<file path="config.mk">
export PLATFORM = sky130hd
export DESIGN_NAME = rst_seq_ctrl
export DESIGN_NICKNAME = d
export VERILOG_FILES = /design/src/rtl/rsm_pkg.sv /design/src/rtl/rsm_ext_capture.sv /design/src/rtl/rsm_phase_fsm.sv /design/src/rtl/rst_seq_ctrl.sv
export SDC_FILE = /design/constraint.sdc
export NUM_CORES = 1
export LEC_CHECK = 0
export BUFFER_PORTS_ARGS = -buffer_cell sky130_fd_sc_hd__buf_4
export CAP_MARGIN = 20
export CORE_MARGIN = 3
export CORE_UTILIZATION = 55
export CTS_BUF_LIST = sky130_fd_sc_hd__clkbuf_2 sky130_fd_sc_hd__clkbuf_4 sky130_fd_sc_hd__clkbuf_8
export DETAILED_ROUTE_END_ITERATION = 16
export PLACE_DENSITY_LB_ADDON = 0.1
export SLEW_MARGIN = 15
export SYNTH_ARGS = -nofsm -noshare
export SYNTH_HDL_FRONTEND = slang
export SYNTH_HIERARCHICAL = 1
export SYNTH_SLANG_ARGS = --single-unit
</file>
<file path="constraint.sdc">
create_clock -name clk -period 0.8 [get_ports clk]
set_clock_uncertainty 0.05 [all_clocks]
set_input_delay 0.12 -clock clk [delete_from_list [all_inputs] [get_ports clk]]
set_output_delay 0.12 -clock clk [all_outputs]
set_load 0.02 [all_outputs]
</file>
<file path="src/rtl/rsm_pkg.sv">
package rsm_pkg;

   typedef enum logic [1:0] {
      PH_ACTIVE = 2'd0,
      PH_DELAY  = 2'd1,
      PH_FETCH  = 2'd2,
      PH_RUN    = 2'd3
   } rsm_phase_e;

   function automatic int unsigned max_of(input int unsigned a, input int unsigned b);
      return (a > b) ? a : b;
   endfunction

endpackage

</file>
<file path="src/rtl/rsm_ext_capture.sv">
module rsm_ext_capture #(
   parameter int unsigned SYNC_STAGES = 2
) (
   input  logic clk,
   input  logic clr,
   input  logic pin_in,
   input  logic drive_low,
   output logic ext_pending,
   output logic ext_req
);

   logic ext_arst;
   logic [SYNC_STAGES-1:0] chain_q;

   if (SYNC_STAGES < 1) begin : g_bad_stages
      $error("rsm_ext_capture: SYNC_STAGES must be at least 1");
   end

   // The pin is only a request when this block is not the one pulling it low.
   assign ext_arst = ~pin_in & ~drive_low;

   always_ff @(posedge clk or posedge ext_arst) begin
      if (ext_arst)
         ext_pending <= 1'b1;
      else if (clr || chain_q[SYNC_STAGES-1])
         ext_pending <= 1'b0;
   end

   if (SYNC_STAGES == 1) begin : g_one
      always_ff @(posedge clk) begin
         if (clr) chain_q <= '0;
         else     chain_q <= ext_pending;
      end
   end else begin : g_many
      always_ff @(posedge clk) begin
         if (clr) chain_q <= '0;
         else     chain_q <= {chain_q[SYNC_STAGES-2:0], ext_pending};
      end
   end

   assign ext_req = chain_q[SYNC_STAGES-1];


   sync_latency_chk: assert property (@(posedge clk) disable iff (clr)
      $rose(ext_req) |-> $past(ext_pending, SYNC_STAGES));

endmodule

</file>
<file path="src/rtl/rsm_phase_fsm.sv">
module rsm_phase_fsm
   import rsm_pkg::*;
#(
   parameter int unsigned MIN_PULSE = 32,
   parameter int unsigned SHORT_DLY = 256,
   parameter int unsigned LONG_DLY  = 4096,
   parameter int unsigned FETCH_LEN = 2,
   parameter int unsigned CNT_W     = 12
) (
   input  logic clk,
   input  logic lv_req,
   input  logic ext_req,
   input  logic wdg_uflow,
   input  logic long_dly,
   output logic pin_pull,
   output logic in_fetch,
   output logic running
);

   localparam logic [CNT_W-1:0] MIN_LAST   = CNT_W'(MIN_PULSE - 1);
   localparam logic [CNT_W-1:0] SHORT_LAST = CNT_W'(SHORT_DLY - 1);
   localparam logic [CNT_W-1:0] LONG_LAST  = CNT_W'(LONG_DLY - 1);
   localparam logic [CNT_W-1:0] FETCH_LAST = CNT_W'(FETCH_LEN - 1);

   rsm_phase_e       ph_q, ph_n;
   logic [CNT_W-1:0] cnt_q, cnt_n;
   logic             pull_q, pull_n;
   logic             req;
   logic [CNT_W-1:0] dly_last;

   assign req      = ext_req | wdg_uflow;
   assign dly_last = long_dly ? LONG_LAST : SHORT_LAST;

   always_comb begin
      ph_n  = ph_q;
      cnt_n = cnt_q;
      unique case (ph_q)
         PH_ACTIVE: begin
            if (req)                   cnt_n = '0;
            else if (cnt_q == MIN_LAST) begin ph_n = PH_DELAY; cnt_n = '0; end
            else                       cnt_n = cnt_q + 1'b1;
         end
         PH_DELAY: begin
            if (req)                   begin ph_n = PH_ACTIVE; cnt_n = '0; end
            else if (cnt_q == dly_last) begin ph_n = PH_FETCH; cnt_n = '0; end
            else                       cnt_n = cnt_q + 1'b1;
         end
         PH_FETCH: begin
            if (req)                   begin ph_n = PH_ACTIVE; cnt_n = '0; end
            else if (cnt_q == FETCH_LAST) begin ph_n = PH_RUN; cnt_n = '0; end
            else                       cnt_n = cnt_q + 1'b1;
         end
         default: begin
            if (req) begin ph_n = PH_ACTIVE; cnt_n = '0; end
         end
      endcase
      pull_n = (ph_n == PH_ACTIVE) || (ph_n == PH_DELAY);
   end

   always_ff @(posedge clk or posedge lv_req) begin
      if (lv_req) begin
         ph_q   <= PH_ACTIVE;
         cnt_q  <= '0;
         pull_q <= 1'b1;
      end else begin
         ph_q   <= ph_n;
         cnt_q  <= cnt_n;
         pull_q <= pull_n;
      end
   end

   assign pin_pull = pull_q;
   assign in_fetch = (ph_q == PH_FETCH);
   assign running  = (ph_q == PH_RUN);


   dly_bound_chk: assert property (@(posedge clk) disable iff (lv_req)
      (ph_q == PH_DELAY) |-> (cnt_q <= dly_last));


   wdg_entry_chk: assert property (@(posedge clk) disable iff (lv_req)
      (running && wdg_uflow) |=> (pin_pull && ph_q == PH_ACTIVE));


   fetch_restart_chk: assert property (@(posedge clk) disable iff (lv_req)
      (in_fetch && req) |=> (ph_q == PH_ACTIVE && pin_pull));


   release_to_fetch_chk: assert property (@(posedge clk) disable iff (lv_req)
      $fell(pin_pull) |-> in_fetch);

endmodule

</file>
<file path="src/rtl/rst_seq_ctrl.sv">
module rst_seq_ctrl
   import rsm_pkg::*;
#(
   parameter int unsigned MIN_PULSE   = 32,
   parameter int unsigned SHORT_DLY   = 256,
   parameter int unsigned LONG_DLY    = 4096,
   parameter int unsigned FETCH_LEN   = 2,
   parameter int unsigned SYNC_STAGES = 2
) (
   input  logic clk,
   input  logic rst_pin_in,
   input  logic lowv_req,
   input  logic wdg_uflow,
   input  logic long_dly_sel,
   output logic rst_pin_pull,
   output logic core_rst,
   output logic vec_fetch
);

   localparam int unsigned SPAN  = max_of(max_of(MIN_PULSE, LONG_DLY),
                                          max_of(SHORT_DLY, FETCH_LEN));
   localparam int unsigned CNT_W = (SPAN < 2) ? 1 : $clog2(SPAN);

   if (MIN_PULSE < 1 || FETCH_LEN < 1) begin : g_bad_len
      $error("rst_seq_ctrl: MIN_PULSE and FETCH_LEN must be at least 1");
   end
   if (SHORT_DLY < 1 || SHORT_DLY > LONG_DLY) begin : g_bad_dly
      $error("rst_seq_ctrl: need 1 <= SHORT_DLY <= LONG_DLY");
   end

   logic ext_pending, ext_req;
   logic in_fetch, running, pull;

   rsm_ext_capture #(.SYNC_STAGES(SYNC_STAGES)) u_cap (
      .clk         (clk),
      .clr         (lowv_req),
      .pin_in      (rst_pin_in),
      .drive_low   (pull),
      .ext_pending (ext_pending),
      .ext_req     (ext_req)
   );

   rsm_phase_fsm #(
      .MIN_PULSE (MIN_PULSE),
      .SHORT_DLY (SHORT_DLY),
      .LONG_DLY  (LONG_DLY),
      .FETCH_LEN (FETCH_LEN),
      .CNT_W     (CNT_W)
   ) u_fsm (
      .clk       (clk),
      .lv_req    (lowv_req),
      .ext_req   (ext_req),
      .wdg_uflow (wdg_uflow),
      .long_dly  (long_dly_sel),
      .pin_pull  (pull),
      .in_fetch  (in_fetch),
      .running   (running)
   );

   assign rst_pin_pull = pull;
   assign vec_fetch    = in_fetch;
   assign core_rst     = ~running | ext_pending;


   pull_holds_core_chk: assert property (@(posedge clk) disable iff (lowv_req)
      rst_pin_pull |-> core_rst);


   fetch_in_rst_chk: assert property (@(posedge clk) disable iff (lowv_req)
      vec_fetch |-> (core_rst && !rst_pin_pull));

endmodule

</file>
==> qor.json, run 1 <==
{
  "floorplanning": {
    "die_y_um": 50.67,
    "initial_core_util_pct": 60.90,
    "pin_count": 8,
    "die_x_um": 50.67,
    "floorplan.rows": 15
  },
  "synthesis": {
    "synth_warnings": 6,
    "synthDominantAreaCellType": "dfrtp_1",
    "synth.top_cells.by_area": "dfrtp_1 (32%), dfstp_2 (4.8%), nand2_1 (3.8%), dfxtp_1 (3.6%), a21oi_4 (3.0%)",
    "yosys.cell_count.top_type": "dfrtp_1",
    "ys_dominant_reg_cell": "dfrtp_1",
    "synth.net_count": 122,
    "synth_top_cell_area_share_pct": 31.93,
    "ys_top_cells_by_count": "dfrtp_1 (14), nand2_1 (11), inv_1 (7)",
    "synth.yosys.seq_area_share_pct": 40.36,
    "postSynth.asyncResetShare_pct": 88.89,
    "number_of_synthesized_flops_with_an_enable_pin": 0,
    "register_bit_total_from_synthesis": 18,
    "synthesis.area_um2": 1097,
    "netlist_instances": 115,
    "yosys_cell_types": 46,
    "postSynthAreaPerCell_um2": 9.542
  },
  "cts": {
    "clock_tree.buffer_depth": 2,
    "post_cts_resized": 35,
    "holdBufCountCts": 2,
    "cts_num_sinks": 18,
    "clock_tree.htree_level_count": 1,
    "cts-buffers-inserted": 3,
    "cell_at_the_root_of_the_clock_tree": "clkbuf_4",
    "cts_setup_buffers": 7
  },
  "run_status": {
    "outcome": "aborted with a tool error",
    "stage_where_the_run_ended": "clock tree synthesis (4_1_cts)",
    "error_line": "[ERROR DPL-0038] Utilization greater than 100%, impossible to legalize"
  },
  "place": {
    "gpl.final_weighted_congestion": 0.9229,
    "dpl_cell_area_um2": 1583,
    "dp_hpwl_um": 2509,
    "portBuffers": 7,
    "dpl.cell_count": 193
  }
}
==> logic make-up after synthesis <==
group / synth area share [%]
AND/OR/NAND/NOR: 26.45
AO/OA/AOI/OAI: 23.38
flip-flops: 40.37
buffers and inverters: 4.219
XOR/XNOR: 2.395
adder cells (fa/ha/maj): 2.280
multiplexers: 0.9122
==> metrics by stage <==
step | setup TNS, ps | setup WS, ps
2_1_floorplan | -14440 | -1042
3_3_place_gp | -15310 | -1028
3_5_place_dp | -16190 | -1083
==> inputs of run 2 (changes only) <==
--- a/config.mk
+++ b/config.mk
@@ -7,11 +7,10 @@
 export LEC_CHECK = 0
 export BUFFER_PORTS_ARGS = -buffer_cell sky130_fd_sc_hd__buf_4
 export CAP_MARGIN = 20
-export CORE_MARGIN = 3
-export CORE_UTILIZATION = 55
-export CTS_BUF_LIST = sky130_fd_sc_hd__clkbuf_2 sky130_fd_sc_hd__clkbuf_4 sky130_fd_sc_hd__clkbuf_8
+export CORE_AREA = 3 3 64 66
 export DETAILED_ROUTE_END_ITERATION = 16
-export PLACE_DENSITY_LB_ADDON = 0.1
+export DIE_AREA = 0 0 67 69
+export PLACE_DENSITY_LB_ADDON = 0.15
 export SLEW_MARGIN = 15
 export SYNTH_ARGS = -nofsm -noshare
 export SYNTH_HDL_FRONTEND = slang
==> constraint.sdc (replaced) <==
create_clock -name clk -period 1.05 [get_ports clk]
set_clock_uncertainty 0.05 [all_clocks]
set_input_delay 0.1575 -clock clk [delete_from_list [all_inputs] [get_ports clk]]
set_output_delay 0.1575 -clock clk [all_outputs]
set_load 0.02 [all_outputs]
==> qor.json, run 2 <==
{
  "worst_setup_path": {
    "rr_worst_depth": 6,
    "crit_path_start_kind": "register",
    "timing.critical_path.cells": "or4_4, nor4_4, o21ai_2, a21oi_4, buf_12, o22ai_1",
    "critPathSlowestCell": "or4_4",
    "r2r-start": "u_fsm/cnt_q[8]",
    "arrival_ps": 1920,
    "timing.critical_path.to_type": "register",
    "regToRegEndpoint": "u_fsm/cnt_q[1]",
    "required_time_reported_for_the_critical_path_endpoint_ps": 1150,
    "setup_slack_reg_to_reg_ps": -780,
    "timing.critical_path.to": "u_fsm/cnt_q[1]",
    "critPathKind": "register to register",
    "worst_path_largest_cell_delay_ps": 580,
    "timing.critical_path.from": "u_fsm/cnt_q[8]",
    "cp_max_fo": 10
  },
  "synthesis": {
    "register_bit_total_from_synthesis": 18,
    "synth_compound_area_share_pct": 23.38,
    "ys_dominant_reg_cell": "dfrtp_1",
    "number_of_synthesized_flops_with_an_enable_pin": 0,
    "post_synth_and_or_nand_nor_area_fraction_pct": 26.45,
    "postSynthAreaPerCell_um2": 9.542,
    "netlist_instances": 115,
    "proportion_of_synthesized_area_in_mux_cells_pct": 0.9122,
    "ys_top_cells_by_count": "dfrtp_1 (14), nand2_1 (11), inv_1 (7)",
    "synth.yosys.seq_area_share_pct": 40.36,
    "synth_fa_ha_area_share_pct": 2.281,
    "post_synth_xor_area_fraction_pct": 2.395,
    "postSynth.asyncResetShare_pct": 88.89,
    "main_combinational_cell_family_by_area_after_synthesis": "simple AND/OR/NAND/NOR gates",
    "synth_warnings": 6,
    "yosys.cell_count.top_type": "dfrtp_1",
    "synthDominantAreaCellType": "dfrtp_1",
    "synth.top_cells.by_area": "dfrtp_1 (32%), dfstp_2 (4.8%), nand2_1 (3.8%), dfxtp_1 (3.6%), a21oi_4 (3.0%)",
    "synth.net_count": 122,
    "synthesis.area_um2": 1097,
    "yosys_cell_types": 46,
    "synth_top_cell_area_share_pct": 31.93
  },
  "power_and_ir_drop": {
    "power.net_switching_w": 0.0003368,
    "netSwitchingFraction_pct": 23.29,
    "pwr_density_cell_nw_per_um2": 842.2,
    "seqPwrFrac_pct": 49.1,
    "cellInternalPower_w": 0.001109,
    "max_rail_drop_vdd_uv": 434.8,
    "comb_power_share_pct": 9.8,
    "static-leakage-power_nw": 0.7887,
    "power.clock.fraction_pct": 41.1
  },
  "cts": {
    "clock_tree.buffer_depth": 2,
    "clock_tree.htree_level_count": 1,
    "cts-buffers-inserted": 3,
    "clk_pin_slew_ps": 70,
    "cts_num_sinks": 18,
    "cts_tree": "built",
    "cell_at_the_root_of_the_clock_tree": "clkbuf_8",
    "insertion_delay_ps": 260
  },
  "detailed_routing": {
    "drt_iter0_drc": 55,
    "drcViolationCount": 0,
    "antenna_violating_nets_left": 0,
    "via_count": 1086,
    "drt-pass1-iter-count": 4,
    "route.final.wire_length_um": 2992,
    "wire_per_inst_um": 13.54,
    "via_per_inst": 4.914
  },
  "grt": {
    "global_route.overflow_total": 0,
    "grt_first_pass_wirelength_um": 5119,
    "grt_usage_pct": 14.46,
    "via_count_of_the_first_global_routing_pass": 1103,
    "maximum_number_of_pins_on_one_net_before_global_route_repair": 11,
    "antenna_violations_before_repair": 0
  },
  "final_layout": {
    "final_design_utilization_pct": 47.25,
    "largest-register": "u_fsm/cnt_q",
    "number_of_flip_flops_in_the_largest_register": 12,
    "layout_top_registers": "u_fsm/cnt_q (12), u_cap/chain_q (2), u_fsm/ph_q (2)",
    "nets": 181,
    "mostFrequentLayoutCell": "buf_4",
    "area_delta_synth_final_pct": 56.44,
    "antenna-diode-count": 0,
    "layoutNonFillerInstCount": 221,
    "fin_area_um2": 1717,
    "final_layout_size_suffix_gt1_share_pct": 50.87,
    "multi_input_comb_area_um2": 659.4,
    "layout_common_cells": "buf_4 (47), dfrtp_1 (13), nand2_1 (10)",
    "area.sequential_um2": 444.2,
    "fill_cells": 366
  },
  "place": {
    "dpl_cell_area_um2": 1531,
    "portBuffers": 7,
    "dp_hpwl_um": 2255,
    "gpl.final_weighted_congestion": 0.7882,
    "dpl.cell_count": 210
  },
  "sta": {
    "fin_worst_hold_slack_ps": 125.0,
    "unrepaired_setup_endpoints_after_global_routing": "true",
    "relSlewSlack_pct": 83.56,
    "setup_slack_ps": -775.8,
    "timing_max_transition_violations_final": 0,
    "worst_slew_pin_slew_ps": 246.2,
    "clock.fmax_mhz": 547.7,
    "hold_viol": 0,
    "aggregate_negative_setup_slack_ps": -11580,
    "finalWorstPathRequiredPeriod_ps": 1826,
    "finalCritPeriodShare_pct": 173.9,
    "finalSetupViolCount": 18
  },
  "floorplanning": {
    "fp.coreArea_um2": 3633,
    "floorplan.die_area_um2": 4623,
    "floorplan.rows": 22,
    "die_y_um": 69,
    "die_x_um": 67,
    "initial_core_util_pct": 30.20,
    "pin_count": 8
  },
  "run_status": {
    "violated_checks": "negative setup slack",
    "outcome": "finished with violations"
  },
  "min_path": {
    "worstHoldPathType": "primary input to register"
  },
  "run": {
    "cap_viol_max_count": 0
  }
}
==> run 2: cell counts after synthesis <==
Identical to the previous run, type by type.
==> run 2: metrics by stage <==
stage	total power [W]	setup WS, ps
after global routing	0.001515	-874.5
after floorplan	0.0007744	-791.8
after CTS	0.001474	-802.2
after global placement	0.0008478	-784.1
after detailed placement	0.0008509	-788.0
final	0.001446	-775.8
==> run 2: worst min path at each step <==
stage,slack [ps],from,cells past startpoint,to
final,130,wdg_uflow,3,u_fsm/cnt_q[6]
after global routing,130,wdg_uflow,3,u_fsm/cnt_q[6]
after CTS,120,wdg_uflow,3,u_fsm/cnt_q[6]
after floorplan,8,lowv_req,1,u_fsm/cnt_q[0]
after global placement,120,rst_pin_in,2,u_cap/ext_pending
after detailed placement,130,rst_pin_in,2,u_cap/ext_pending
==> run 2: what timing repair did <==
action / 4_1_cts / 5_1_grt
hold buffers: 2 / 0
gates cloned: 0 / 0
endpoints found under the hold margin: 16 / 0
gates resized for setup: 17 / 5
pin swaps: 6 / 3
endpoints found under the setup margin: 18 / 18
buffers inserted: 4 / 2
==> run 2: per-layer routing <==
metal | vias to the layer above | GRT usage [%] | wire, um
met2 | 15 | 24.56 | 1592
li1 | 542 | - | -
met3 | 6 | 3.094 | 78
met1 | 523 | 17.21 | 1267
met5 | - | 0 | 0
met4 | 0 | 5.856 | 54
==> run 2: critical path, delay by kind of cell, from the launching register on <==
family	cells	cell delay, ps
AO/OA/AOI/OAI	3	370
flip-flops	1	390
AND/OR/NAND/NOR	2	760
buffers and inverters	1	140
==> run 2: cell type report <==
class | instances | area share (%)
multi-input combinational | 87 | 38.41
timing repair buffer | 57 | 27.48
sequential | 18 | 25.87
tap | 48 | 3.499
clock buffer | 4 | 3.207
inverter | 7 | 1.531
==> run 2: logic make-up (layout without fill, tap and decap cells) <==
kind of cell / after synthesis / count (layout)
AND/OR/NAND/NOR: 47 / 47
multiplexers: 1 / 1
flip-flops: 18 / 18
buffers and inverters: 10 / 68
AO/OA/AOI/OAI: 34 / 34
adder cells (fa/ha/maj): 2 / 2
XOR/XNOR: 3 / 3
==> run 2: power groups by stage <==
| stage | Sequential, W | Clock, W | Combinational, W |
|---|---|---|---|
| after floorplan | 0.000724 | 0 | 0.0000500 |
| after global placement | 0.000724 | 0 | 0.000124 |
| after detailed placement | 0.000725 | 0 | 0.000126 |
| after CTS | 0.000710 | 0.000624 | 0.000140 |
| after global routing | 0.000711 | 0.000649 | 0.000154 |
| final | 0.000710 | 0.000595 | 0.000141 |
Note: power is estimated with default switching activity, not from simulation.
==> inputs of run 3 (changes only) <==
==> constraint.sdc (replaced) <==
create_clock -name clk -period 2.15 [get_ports clk]
set_clock_uncertainty 0.05 [all_clocks]
set_input_delay 0.3225 -clock clk [delete_from_list [all_inputs] [get_ports clk]]
set_output_delay 0.3225 -clock clk [all_outputs]
set_load 0.02 [all_outputs]
==> qor.json, run 3 (synthesis results as in run 2) <==
{
  "run_status": {
    "outcome": "completed"
  },
  "worst_setup_path": {
    "critPathKind": "register to register",
    "timing.critical_path.cells": "or4_4, nor4_4, o21ai_2, a21oi_4, o22ai_1",
    "critPathSlowestCell": "or4_4",
    "critical_path_buf_inv_count": 0,
    "crit_path_start_kind": "register",
    "rr_worst_depth": 5,
    "timing.critical_path.to_type": "register",
    "cp_max_fo": 10,
    "path_delay_family": "simple AND/OR/NAND/NOR gates",
    "critical_path_depth": 5,
    "worst_path_largest_cell_delay_ps": 540,
    "required_time_reported_for_the_critical_path_endpoint_ps": 2220,
    "arrival_ps": 2020
  },
  "cts": {
    "holdBufCountCts": 0,
    "clock_tree.htree_level_count": 1,
    "cts_setup_buffers": 0,
    "insertion_delay_ps": 250,
    "post_cts_resized": 0,
    "cts_num_sinks": 18,
    "cts_tree": "built",
    "cell_at_the_root_of_the_clock_tree": "clkbuf_8",
    "clock_tree.buffer_depth": 2,
    "clk_pin_slew_ps": 70,
    "cts-buffers-inserted": 3
  },
  "sta": {
    "timing_max_transition_violations_final": 0,
    "finalSetupViolCount": 0,
    "relSlewSlack_pct": 59.83,
    "aggregate_negative_setup_slack_ps": 0,
    "finalWorstPathRequiredPeriod_ps": 1949,
    "unrepaired_setup_endpoints_after_global_routing": "false",
    "hold_viol": 0,
    "setup_slack_ps": 201.2,
    "clock.fmax_mhz": 513.1,
    "finalCritPeriodShare_pct": 90.64,
    "worst_slew_pin_slew_ps": 601.9
  },
  "final_layout": {
    "layout_top_registers": "u_fsm/cnt_q (12), u_cap/chain_q (2), u_fsm/ph_q (2)",
    "number_of_flip_flops_in_the_largest_register": 12,
    "antenna-diode-count": 0,
    "area.sequential_um2": 442.9,
    "area_delta_synth_final_pct": 18.70,
    "mostFrequentLayoutCell": "buf_4",
    "final_layout_size_suffix_gt1_share_pct": 26.52,
    "layout_common_cells": "buf_4 (16), dfrtp_1 (14), nand2_1 (11)",
    "nets": 140,
    "multi_input_comb_area_um2": 608.1,
    "largest-register": "u_fsm/cnt_q",
    "fin_area_um2": 1303,
    "final_design_utilization_pct": 35.85,
    "fill_cells": 384
  },
  "grt": {
    "grt_first_pass_wirelength_um": 4340,
    "maximum_number_of_pins_on_one_net_before_global_route_repair": 16,
    "grt_usage_pct": 12.06,
    "global_route.overflow_total": 0,
    "antenna_violations_before_repair": 0,
    "via_count_of_the_first_global_routing_pass": 883
  },
  "detailed_routing": {
    "drt_iter0_drc": 80,
    "wire_per_inst_um": 14.13,
    "antenna_violating_nets_left": 0,
    "route.final.wire_length_um": 2543,
    "drcViolationCount": 0,
    "via_per_inst": 5.233,
    "via_count": 942,
    "drt-pass1-iter-count": 4
  },
  "power_and_ir_drop": {
    "static-leakage-power_nw": 0.5488,
    "report.power.total_w": 0.0006361,
    "pwr_density_cell_nw_per_um2": 488.3,
    "max_rail_drop_vdd_uv": 362.0
  },
  "place": {
    "preCtsSetupSlack_ps": 205.5,
    "dp_hpwl_um": 1855,
    "gpl.final_weighted_congestion": 0.8239,
    "portBuffers": 7,
    "dpl_cell_area_um2": 1257
  },
  "floorplanning": {
    "die_y_um": 69,
    "pin_count": 8,
    "fp.coreArea_um2": 3633,
    "floorplan.die_area_um2": 4623,
    "die_x_um": 67,
    "initial_core_util_pct": 30.20,
    "floorplan.rows": 22
  },
  "min_path": {
    "worstHoldPathType": "primary input to asynchronous set/reset pin"
  },
  "run": {
    "cap_viol_max_count": 0
  }
}
run 3: cell count changes in the layout (fill, tap and decap cells not counted), moves of 3 or more:
cell     before  now
buf_6         7    0
o21ai_0       2    5
o21ai_2       4    1
buf_4        47   16
run 3: worst reg2reg max path: stages (launching register included):
cell and delay (ps):
dfrtp_1 420, or4_4 540, nor4_4 220, o21ai_2 150
a21oi_4 310, o22ai_1 130
run 3: stage by stage:
step	hold WS (ps)	cells
after floorplan	173.3	115
after global placement	290.8	176
after detailed placement	289.9	176
after CTS	14.03	180
after global routing	11.97	180
final	15.92	180
run 3: path summary, 6_finish.rpt:
check	slack [ps]	startpoint	to
max reg2reg	200	u_fsm/cnt_q[10]	u_fsm/cnt_q[1]
max	200	u_fsm/cnt_q[10]	u_fsm/cnt_q[1]
max in group asynchronous	1550	lowv_req	u_fsm/cnt_q[0]
min in group clk	170	lowv_req	u_cap/ext_pending
min reg2reg	390	u_cap/chain_q[0]	u_cap/chain_q[1]
min	20	rst_pin_in	u_cap/ext_pending
run 3: power by group:
group          internal [W]  switching (W)  leakage, nW
logic             0.0000160      0.0000234        0.296
registers          0.000342     0.00000617        0.230
clock network      0.000132       0.000116       0.0228
total              0.000490       0.000146        0.549
run 3: layout make-up:
cell class | count | area share (%)
multi-input cells | 87 | 46.69
flip-flops and latches | 18 | 34.01
repair buffers | 16 | 9.222
well taps | 48 | 4.611
clock buffers | 4 | 3.458
inverters | 7 | 2.017
run 3: metal layers:
layer	vias to the layer above	GRT usage, %	wire (um)
li1	460	-	-
met1	466	17.62	1297
met2	12	16.92	1114
met3	4	3.583	93
met4	0	3.604	38
met5	-	0	0
==> inputs of run 4 (changes only) <==
--- a/config.mk
+++ b/config.mk
@@ -10,9 +10,9 @@
 export CORE_AREA = 3 3 64 66
 export DETAILED_ROUTE_END_ITERATION = 16
 export DIE_AREA = 0 0 67 69
+export GPL_ROUTABILITY_DRIVEN = 0
 export PLACE_DENSITY_LB_ADDON = 0.15
 export SLEW_MARGIN = 15
 export SYNTH_ARGS = -nofsm -noshare
 export SYNTH_HDL_FRONTEND = slang
-export SYNTH_HIERARCHICAL = 1
 export SYNTH_SLANG_ARGS = --single-unit
==> qor.json, run 4 <==
{
  "run_status": {
    "outcome": "completed"
  },
  "cts": {
    "clk_pin_slew_ps": 70,
    "clock_tree.htree_level_count": 1,
    "cts-buffers-inserted": 3,
    "cell_at_the_root_of_the_clock_tree": "clkbuf_8",
    "holdBufCountCts": 0,
    "cts_tree": "built",
    "insertion_delay_ps": 250,
    "clock_tree.buffer_depth": 2,
    "cts_num_sinks": 18
  },
  "worst_setup_path": {
    "arrival_ps": 2080,
    "required_time_reported_for_the_critical_path_endpoint_ps": 2230,
    "cp_max_fo": 8,
    "critPathKind": "register to register",
    "crit_path_start_kind": "register",
    "rr_worst_depth": 6,
    "timing.critical_path.to_type": "register"
  },
  "sta": {
    "hold_viol": 0,
    "clock.fmax_mhz": 499.5,
    "aggregate_negative_setup_slack_ps": 0,
    "unrepaired_setup_endpoints_after_global_routing": "false",
    "finalWorstPathRequiredPeriod_ps": 2002,
    "finalSetupViolCount": 0,
    "relSlewSlack_pct": 60.59,
    "timing_max_transition_violations_final": 0,
    "worst_slew_pin_slew_ps": 590.5,
    "fin_worst_hold_slack_ps": 21.10,
    "finalCritPeriodShare_pct": 93.12
  },
  "power_and_ir_drop": {
    "netSwitchingFraction_pct": 25.53,
    "seqPwrFrac_pct": 52.1,
    "report.power.total_w": 0.0007593,
    "max_rail_drop_vdd_uv": 177.0,
    "power.net_switching_w": 0.0001938,
    "comb_power_share_pct": 11.7,
    "pwr_density_cell_nw_per_um2": 622.4,
    "power.clock.fraction_pct": 36.2,
    "cellInternalPower_w": 0.0005655,
    "static-leakage-power_nw": 0.5031
  },
  "grt": {
    "maximum_number_of_pins_on_one_net_before_global_route_repair": 16,
    "via_count_of_the_first_global_routing_pass": 868,
    "global_route.overflow_total": 0,
    "grt_first_pass_wirelength_um": 4043,
    "grt.met2_usage_pct": 16.59,
    "gr-max-usage-layer": "met2",
    "use_met1_pct": 15.57,
    "grt_usage_pct": 11.24,
    "grt_use_met3_pct": 2.443,
    "antenna_violations_before_repair": 0
  },
  "final_layout": {
    "fill_cells": 390,
    "layout_common_cells": "nand2_1 (19), dfrtp_1 (13), buf_4 (9)",
    "nets": 135,
    "number_of_flip_flops_in_the_largest_register": 12,
    "mostFrequentLayoutCell": "nand2_1",
    "largest-register": "u_fsm.cnt_q",
    "layout_top_registers": "u_fsm.cnt_q (12), u_cap.chain_q (2), u_fsm.ph_q (2)",
    "area_delta_synth_final_pct": 17.47,
    "antenna-diode-count": 0,
    "final_layout_size_suffix_gt1_share_pct": 20.47
  },
  "synthesis": {
    "number_of_synthesized_flops_with_an_enable_pin": 0,
    "ys_top_cells_by_count": "nand2_1 (19), dfrtp_1 (14), nor2_1 (8), o21ai_0 (8), nand3_1 (7)",
    "ys_dominant_reg_cell": "dfrtp_1",
    "netlist_instances": 115,
    "yosys_cell_types": 32,
    "synth.net_count": 122,
    "postSynthAreaPerCell_um2": 9.030,
    "synth.top_cells.by_area": "dfrtp_1 (34%), nand2_1 (6.9%), dfstp_2 (5.1%), dfxtp_1 (3.9%), o21ai_0 (3.9%)",
    "synthesis.area_um2": 1038,
    "synthDominantAreaCellType": "dfrtp_1",
    "synth_warnings": 0,
    "synth_top_cell_area_share_pct": 33.73,
    "register_bit_total_from_synthesis": 18,
    "postSynth.asyncResetShare_pct": 88.89,
    "yosys.cell_count.top_type": "nand2_1",
    "synth.yosys.seq_area_share_pct": 42.65
  },
  "run": {
    "cap_viol_max_count": 0
  },
  "detailed_routing": {
    "drt-pass1-iter-count": 4,
    "via_count": 866,
    "via_per_inst": 4.949,
    "drcViolationCount": 0,
    "route.final.wire_length_um": 2280,
    "antenna_violating_nets_left": 0,
    "wire_per_inst_um": 13.03,
    "drt_iter0_drc": 69
  },
  "place": {
    "dp_hpwl_um": 1711,
    "portBuffers": 7
  },
  "floorplanning": {
    "pin_count": 8,
    "floorplan.rows": 22,
    "fp.coreArea_um2": 3633,
    "initial_core_util_pct": 28.58,
    "die_y_um": 69,
    "die_x_um": 67,
    "floorplan.die_area_um2": 4623
  },
  "min_path": {
    "worstHoldPathType": "primary input to asynchronous set/reset pin"
  }
}
[run 4: power groups by stage]
stage	sequential (W)	clock [W]	combinational, W
after floorplan	0.000387	0	0.0000756
after global placement	0.000402	0	0.0000902
after detailed placement	0.000402	0	0.0000897
after CTS	0.000395	0.000284	0.0000901
after global routing	0.000404	0.000303	0.000102
final	0.000395	0.000275	0.0000888
[run 4: kinds of logic after synthesis]
group | synth area share [%]
flops | 42.65
simple gates | 30.84
compound gates | 18.92
buf+inv | 2.650
fa+ha+maj | 2.409
xor+xnor | 2.531
[run 4: final cells by class]
type	count	area [um2]	share of cell area, %
well taps	48	60.06	4.923
inverters	6	22.52	1.846
multi-input cells	90	570.5	46.77
clock buffers	4	55.05	4.513
flip-flops and latches	18	444.2	36.41
repair buffers	9	67.56	5.538
[run 4: repair_timing]
item                       CTS  global route
resized for setup            0             2
setup buffers                0             1
setup endpoints to repair    0             4
[run 4: path summary, 6_finish.rpt]
| kind | from | end | slack, ps |
|---|---|---|---|
| max | u_fsm.cnt_q[8] | u_fsm.cnt_q[5] | 150 |
| min | rst_pin_in | u_cap.ext_pending | 20 |
| max reg2reg | u_fsm.cnt_q[8] | u_fsm.cnt_q[5] | 150 |
| min reg2reg | u_cap.chain_q[0] | u_cap.chain_q[1] | 390 |
| max in group asynchronous | lowv_req | u_fsm.cnt_q[8] | 1530 |
| min in group clk | lowv_req | u_cap.chain_q[1] | 190 |
[run 4: stage by stage]
step / instances / area, um2 / util (%) / setup WS [ps]
after floorplan: 115 / 1039 / - / 382.2
after global placement: 170 / 1154 / 31.75 / 191.6
after detailed placement: 170 / 1154 / 31.75 / 164.3
after CTS: 174 / 1209 / 33.26 / 148.2
after global routing: 175 / 1220 / 33.57 / 19.77
final: 175 / 1220 / 33.57 / 147.9
[run 4: critical path, stage by stage (launching register included)]
cell and delay (ps):
dfrtp_2 450, or4_4 590, o22ai_4 200, a2111oi_4 100, buf_4 180, nor2_4 180, o211ai_1 120
[run 4: per-layer routing]
metal / share of wire (%) / up-vias / routed length, um
li1: - / 433 / -
met1: 50 / 425 / 1145
met2: 47 / 6 / 1064
met3: 2.2 / 2 / 51
met4: 0.83 / 0 / 19
met5: 0 / - / 0
